### src/rtl/cmp_csr_pkg.sv
package cmp_csr_pkg;
  localparam int unsigned DATA_W  = 32;
  localparam int unsigned EN_B    = 0;
  localparam int unsigned PWR_LO  = 2;
  localparam int unsigned INM_LO  = 4;
  localparam int unsigned INP_LO  = 7;
  localparam int unsigned POL_B   = 15;
  localparam int unsigned HYST_LO = 16;
  localparam int unsigned BLK_LO  = 18;
  localparam int unsigned BRG_B   = 22;
  localparam int unsigned SCL_B   = 23;
  localparam int unsigned STAT_B  = 30;
  localparam int unsigned LOCK_B  = 31;
  localparam logic [2:0]  FULL_REF_CODE = 3'd3;
  localparam logic [2:0]  LAST_FRAC_CODE = 3'd2;

  typedef struct packed {
    logic       en;
    logic [1:0] pwr;
    logic [2:0] inm;
    logic [1:0] inp;
    logic       pol;
    logic [1:0] hyst;
    logic [2:0] blk;
    logic       brg;
    logic       scl;
  } csr_fields_t;
endpackage

### src/rtl/cmp_sync.sv
module cmp_sync #(
  parameter int unsigned STAGES = 2
) (
  input  logic clk,
  input  logic rst_n,
  input  logic d,
  output logic q
);
  logic [STAGES-1:0] chain;

  generate
    if (STAGES == 1) begin : g_one
      always_ff @(posedge clk or negedge rst_n) begin
        if (!rst_n) chain <= '0;
        else        chain <= d;
      end
    end else begin : g_many
      always_ff @(posedge clk or negedge rst_n) begin
        if (!rst_n) chain <= '0;
        else        chain <= {chain[STAGES-2:0], d};
      end
    end
  endgenerate

  assign q = chain[STAGES-1];
endmodule

### src/rtl/cmp_csr_regs.sv
module cmp_csr_regs
  import cmp_csr_pkg::*;
(
  input  logic              clk,
  input  logic              rst_n,
  input  logic              wr_en,
  input  logic [DATA_W-1:0] wdata,
  output csr_fields_t       fld,
  output logic              locked
);
  // One gate freezes the fields and the lock bit itself.
  logic upd;
  assign upd = wr_en && !locked;

  always_ff @(posedge clk or negedge rst_n) begin
    if (!rst_n) begin
      fld    <= '0;
      locked <= 1'b0;
    end else if (upd) begin
      fld.en   <= wdata[EN_B];
      fld.pwr  <= wdata[PWR_LO +: 2];
      fld.inm  <= wdata[INM_LO +: 3];
      fld.inp  <= wdata[INP_LO +: 2];
      fld.pol  <= wdata[POL_B];
      fld.hyst <= wdata[HYST_LO +: 2];
      fld.blk  <= wdata[BLK_LO +: 3];
      fld.brg  <= wdata[BRG_B];
      fld.scl  <= wdata[SCL_B];
      locked   <= wdata[LOCK_B];
    end
  end
endmodule

### src/rtl/cmp_route_map.sv
module cmp_route_map
  import cmp_csr_pkg::*;
(
  input  logic [2:0] inm,
  input  logic [1:0] inp,
  input  logic       scl,
  input  logic       brg,
  output logic [2:0] minus_eff,
  output logic [2:0] plus_oh
);
  // Without the bridge only the full reference exists, so fractions collapse onto it.
  always_comb begin
    minus_eff = inm;
    if (scl && !brg && (inm <= LAST_FRAC_CODE)) minus_eff = FULL_REF_CODE;
  end

  always_comb begin
    unique case (inp)
      2'b00:   plus_oh = 3'b001;
      2'b01:   plus_oh = 3'b010;
      default: plus_oh = 3'b100;
    endcase
  end
endmodule

### src/rtl/cmp_condition.sv
module cmp_condition #(
  parameter int unsigned NUM_BLANK = 2
) (
  input  logic                 sync_q,
  input  logic                 en,
  input  logic                 pol,
  input  logic [2:0]           blk,
  input  logic [NUM_BLANK-1:0] blank_src,
  output logic                 status,
  output logic                 out
);
  logic [NUM_BLANK-1:0] gate_v;
  logic                 blank_active;

  // Code i+1 selects source i; everything else is treated as no blanking.
  for (genvar i = 0; i < NUM_BLANK; i++) begin : g_blank
    assign gate_v[i] = (blk == 3'(i + 1)) && blank_src[i];
  end

  assign blank_active = |gate_v;
  assign status       = en & (sync_q ^ pol);
  assign out          = status & ~blank_active;
endmodule

### src/rtl/cmp_ctl_csr.sv
module cmp_ctl_csr
  import cmp_csr_pkg::*;
#(
  parameter int unsigned ADDR_W    = 4,
  parameter int unsigned CSR_ADDR  = 0,
  parameter int unsigned NUM_BLANK = 2,
  parameter int unsigned SYNC_LEN  = 2
) (
  input  logic                 clk,
  input  logic                 rst_n,
  input  logic [ADDR_W-1:0]    bus_addr,
  input  logic                 bus_we,
  input  logic [DATA_W-1:0]    bus_wdata,
  output logic [DATA_W-1:0]    bus_rdata,
  input  logic                 comp_raw,
  input  logic [NUM_BLANK-1:0] blank_src,
  output logic                 ana_en,
  output logic [1:0]           ana_pwr,
  output logic [2:0]           ana_minus_sel,
  output logic [2:0]           ana_plus_oh,
  output logic [1:0]           ana_hyst,
  output logic                 ana_scaler_en,
  output logic                 ana_bridge_en,
  output logic                 cmp_out
);
  localparam logic [ADDR_W-1:0] HIT_ADDR = ADDR_W'(CSR_ADDR);

  csr_fields_t fld;
  logic        locked;
  logic        hit;
  logic        sync_q;
  logic        stat_bit;

  assign hit = (bus_addr == HIT_ADDR);

  cmp_csr_regs u_regs (
    .clk    (clk),
    .rst_n  (rst_n),
    .wr_en  (hit && bus_we),
    .wdata  (bus_wdata),
    .fld    (fld),
    .locked (locked)
  );

  cmp_sync #(.STAGES(SYNC_LEN)) u_sync (
    .clk   (clk),
    .rst_n (rst_n),
    .d     (comp_raw),
    .q     (sync_q)
  );

  cmp_condition #(.NUM_BLANK(NUM_BLANK)) u_cond (
    .sync_q    (sync_q),
    .en        (fld.en),
    .pol       (fld.pol),
    .blk       (fld.blk),
    .blank_src (blank_src),
    .status    (stat_bit),
    .out       (cmp_out)
  );

  cmp_route_map u_route (
    .inm       (fld.inm),
    .inp       (fld.inp),
    .scl       (fld.scl),
    .brg       (fld.brg),
    .minus_eff (ana_minus_sel),
    .plus_oh   (ana_plus_oh)
  );

  assign ana_en        = fld.en;
  assign ana_pwr       = fld.pwr;
  assign ana_hyst      = fld.hyst;
  assign ana_scaler_en = fld.scl;
  assign ana_bridge_en = fld.brg;

  always_comb begin
    bus_rdata = '0;
    if (hit) begin
      bus_rdata[EN_B]          = fld.en;
      bus_rdata[PWR_LO +: 2]   = fld.pwr;
      bus_rdata[INM_LO +: 3]   = fld.inm;
      bus_rdata[INP_LO +: 2]   = fld.inp;
      bus_rdata[POL_B]         = fld.pol;
      bus_rdata[HYST_LO +: 2]  = fld.hyst;
      bus_rdata[BLK_LO +: 3]   = fld.blk;
      bus_rdata[BRG_B]         = fld.brg;
      bus_rdata[SCL_B]         = fld.scl;
      bus_rdata[STAT_B]        = stat_bit;
      bus_rdata[LOCK_B]        = locked;
    end
  end
endmodule

### config.mk
export PLATFORM = sky130hd
export DESIGN_NAME = cmp_ctl_csr
export DESIGN_NICKNAME = d
export VERILOG_FILES = /design/src/rtl/cmp_csr_pkg.sv /design/src/rtl/cmp_sync.sv /design/src/rtl/cmp_csr_regs.sv /design/src/rtl/cmp_route_map.sv /design/src/rtl/cmp_condition.sv /design/src/rtl/cmp_ctl_csr.sv
export SDC_FILE = /design/constraint.sdc
export NUM_CORES = 1
export LEC_CHECK = 0
export BUFFER_PORTS_ARGS = -buffer_cell sky130_fd_sc_hd__buf_2
export CORE_AREA = 8 8 65 67
export DETAILED_ROUTE_END_ITERATION = 6
export DIE_AREA = 0 0 73 75
export PLACE_DENSITY = 0.72
export SYNTH_ARGS = -nofsm -noshare
export SYNTH_HDL_FRONTEND = slang
export SYNTH_SLANG_ARGS = --single-unit
### constraint.sdc
create_clock -name clk -period 1.58 [get_ports clk]
set_input_delay 0.237 -clock clk [delete_from_list [all_inputs] [get_ports clk]]
set_output_delay 0.237 -clock clk [all_outputs]
set_load 0.01 [all_outputs]
==> flow_metrics.env <==
export IMPL_status="finished clean"
export IMPL_ir_drop_uv=462
export IMPL_reg2reg_depth=3
export IMPL_p_leak_uw=0.000822
export IMPL_grt_overflow_total=0
export IMPL_p_int_uw=952
export IMPL_place_congestion=0.649
export IMPL_postSynthCellCount=91
export IMPL_rrSetupSlack_ps=420
export IMPL_fmax_ghz=0.666
export IMPL_cts_tree="yes"
export IMPL_fin_cells=194
export IMPL_max_cap_viol_count=0
export IMPL_ys_flop_type="dfrtp_1"
export IMPL_power_density_mw_per_mm2=967
export IMPL_final_setup_viol_count=0
export IMPL_synth_warnings=0
export IMPL_synth_area_per_cell_um2=12.0
export IMPL_track_usage_pct=9.55
export IMPL_slew_viol_final=0
export IMPL_nets=191
export IMPL_ant_nets=0
export IMPL_antenna_found_initial=0
export IMPL_cts_root_buf="clkbuf_4"
export IMPL_r2r_end="u_regs.fld[8]"
export IMPL_worstSkewPairLatency_ps=290
export IMPL_start_util_pct=33.7
export IMPL_cp_end_kind="output port"
export IMPL_num_rows=21
export IMPL_dp_cells=188
export IMPL_clk_pin_slew_ps=100
export IMPL_holdCritPathClass="input pin to flip-flop"
export IMPL_arrival_ps=1260
export IMPL_viasPerCell=4.06
export IMPL_synth_edff_count=0
export IMPL_antenna_cells=0
export IMPL_yosys_top_cells_area="dfrtp_1 44%, mux2_4 14%, buf_4 12%"
export IMPL_post_synth_top_area_cell="dfrtp_1"
export IMPL_p_switching_uw=420
export IMPL_grt_max_degree=20
export IMPL_async_flop_share_pct=100
export IMPL_drt_iter0_markers=3
export IMPL_hold_path_depth=1
export IMPL_path_max_fanout=3
export IMPL_rr_startpoint="u_regs.locked"
export IMPL_die_area_mm2=0.00548
export IMPL_ys_seq_elements=19
export IMPL_cp_slowest_cell="dfrtp_1"
export IMPL_swShare_pct=30.6
export IMPL_cts_sinks=19
export IMPL_pwr_share_comb_pct=32.9
export IMPL_synth_top_area_share_pct=43.7
export IMPL_cts_buffers=3
export IMPL_holdPathEnd="u_sync.chain[0]"
export IMPL_num_vias=787
export IMPL_hold_violations=0
export IMPL_startpoint_type="flip-flop"
export IMPL_syn_area_mm2=0.00109
export IMPL_grt_pass1_vias=952
export IMPL_fin_crit_ps=1500
export IMPL_portBuffers=58
export IMPL_hp_start="comp_raw"
export IMPL_fp_dieH_um=75
export IMPL_period_share_pct=95.0
export IMPL_dp_hpwl_mm=2.12
export IMPL_setup_ws_ps=78.7
export IMPL_path_class="flip-flop to output port"
export IMPL_avgRoutedWirePerCell_um=13.4
export IMPL_max_stage_delay_ps=410
export IMPL_pwr_share_seq_pct=49.8
export IMPL_final_layout_size_suffix_gt1_share_pct=58.8
export IMPL_crit_required_ps=1340
export IMPL_synth_cell_types=21
export IMPL_htree_levels=1
export IMPL_grt_pass1_wl_mm=4.11
export IMPL_area_delta_synth_final_pct=30.3
export IMPL_drt_total_wl_mm=2.59
export IMPL_drc_errors=0
export IMPL_clock_skew_ps=2.27
export IMPL_pre_cts_slack_ps=73.8
export IMPL_ys_seq_area_share_pct=43.7
export IMPL_chipWidth_um=73
export IMPL_dr_pass1_iters=2
export IMPL_crit_chain="nor3b_4, or2_2, buf_2"
export IMPL_total_power_uw=1370
export IMPL_power_clock_fraction_pct=17.4
export IMPL_cts_path_max_buffers=2
export IMPL_coreArea_mm2=0.00323
export IMPL_top_level_ports=88
[power groups by stage]
stage                     logic [µW]  clock network, µW  registers, µW
after CTS                        432                258            678
after floorplan                  316                  0            669
after global routing             493                281            705
final                            451                238            683
after global placement           419                  0            674
after detailed placement         428                  0            686
[repair_timing]
item / in CTS / in global routing
resized for setup: 0 / 3
endpoints found under the hold margin: 19 / 0
hold buffers: 1 / 0
setup buffers: 0 / 1
setup endpoints to repair: 0 / 2
[routing by layer]
layer / track usage (%) / wire [µm]
met5: 0 / 0
met4: 3.33 / 12
met3: 4.13 / 311
met2: 17.0 / 1210
met1: 9.81 / 1060
[cells in the final DEF, fill, tap and decap left out]
master / synthesis / layout
and2_1: 17 / 17
nor2b_1: 1 / 1
a31o_2: 1 / 1
dlygate4sd3_1: 0 / 1
buf_4: 18 / 3
xor2_1: 1 / 1
buf_2: 0 / 57
nand2_1: 1 / 1
nor4_4: 1 / 1
clkbuf_4: 0 / 3
buf_12: 0 / 1
a21oi_1: 1 / 1
dfrtp_1: 19 / 19
mux2_2: 6 / 6
conb_1: 1 / 14
nor2_1: 2 / 2
nand3b_1: 2 / 2
mux2_4: 10 / 10
or2_2: 2 / 2
nor3b_4: 0 / 1
nand3b_4: 1 / 1
and3_1: 1 / 1
clkbuf_1: 3 / 1
buf_6: 1 / 1
[kinds of logic after synthesis]
kind of cell	after synthesis	share of synthesized area (%)
AO/OA/AOI/OAI	2	1.26
XOR/XNOR	1	0.805
buffers and inverters	23	14.9
flip-flops	19	43.7
multiplexers	16	20.0
other	1	0.344
AND/OR/NAND/NOR	29	19.0
[stage by stage]
step | hold WS, ps | TNS, ps | cell area (µm²) | utilization [%]
floorplan | -58.6 | 0 | 1140 | -
global placement | 188 | 0 | 1360 | 42.0
detailed placement | 202 | 0 | 1360 | 42.0
CTS | 38.4 | 0 | 1390 | 43.1
global route | 28.7 | -0.946 | 1420 | 43.9
finish | 53.4 | 0 | 1420 | 43.9
[cells in the mapped netlist, drive strengths merged (2+ instances only)]
master  number
and2        17
dfrtp       19
or2          2
clkbuf       4
mux2        16
nor2         2
nand3b       3
buf         19
[worst max path at each step]
stage                   from          endpoint  slack, ps  cells after the start
6_report       u_regs.fld[0]  ana_minus_sel[1]         80                      3
5_1_grt        u_regs.fld[0]  ana_minus_sel[0]       -0.9                      3
4_1_cts        u_regs.fld[0]  ana_minus_sel[0]         50                      3
3_5_place_dp     bus_addr[1]     bus_rdata[30]         70                      5
3_3_place_gp     bus_addr[1]     bus_rdata[30]        100                      5
2_1_floorplan    bus_addr[1]     bus_rdata[16]        190                      4
[state kept, by name, indices dropped and copies added, names as in the netlist]
| signal | flops |
|---|---|
| u_regs.fld | 16 |
| u_sync.chain | 2 |
| u_regs.locked | 1 |
[layout make-up]
cell class	count	area (µm²)
repair buffers	63	349
multi-input cells	62	510
flip-flops and latches	19	475
fillers	320	1810
well taps	46	57.6
clock buffers	4	26.3
[worst max-delay path: cells and delay by family (launching register included)]
kind          cells  cell delay (ps)
buf+inv           1              140
flops             1              410
simple gates      2              420
Power figures use the tool's default switching activity.
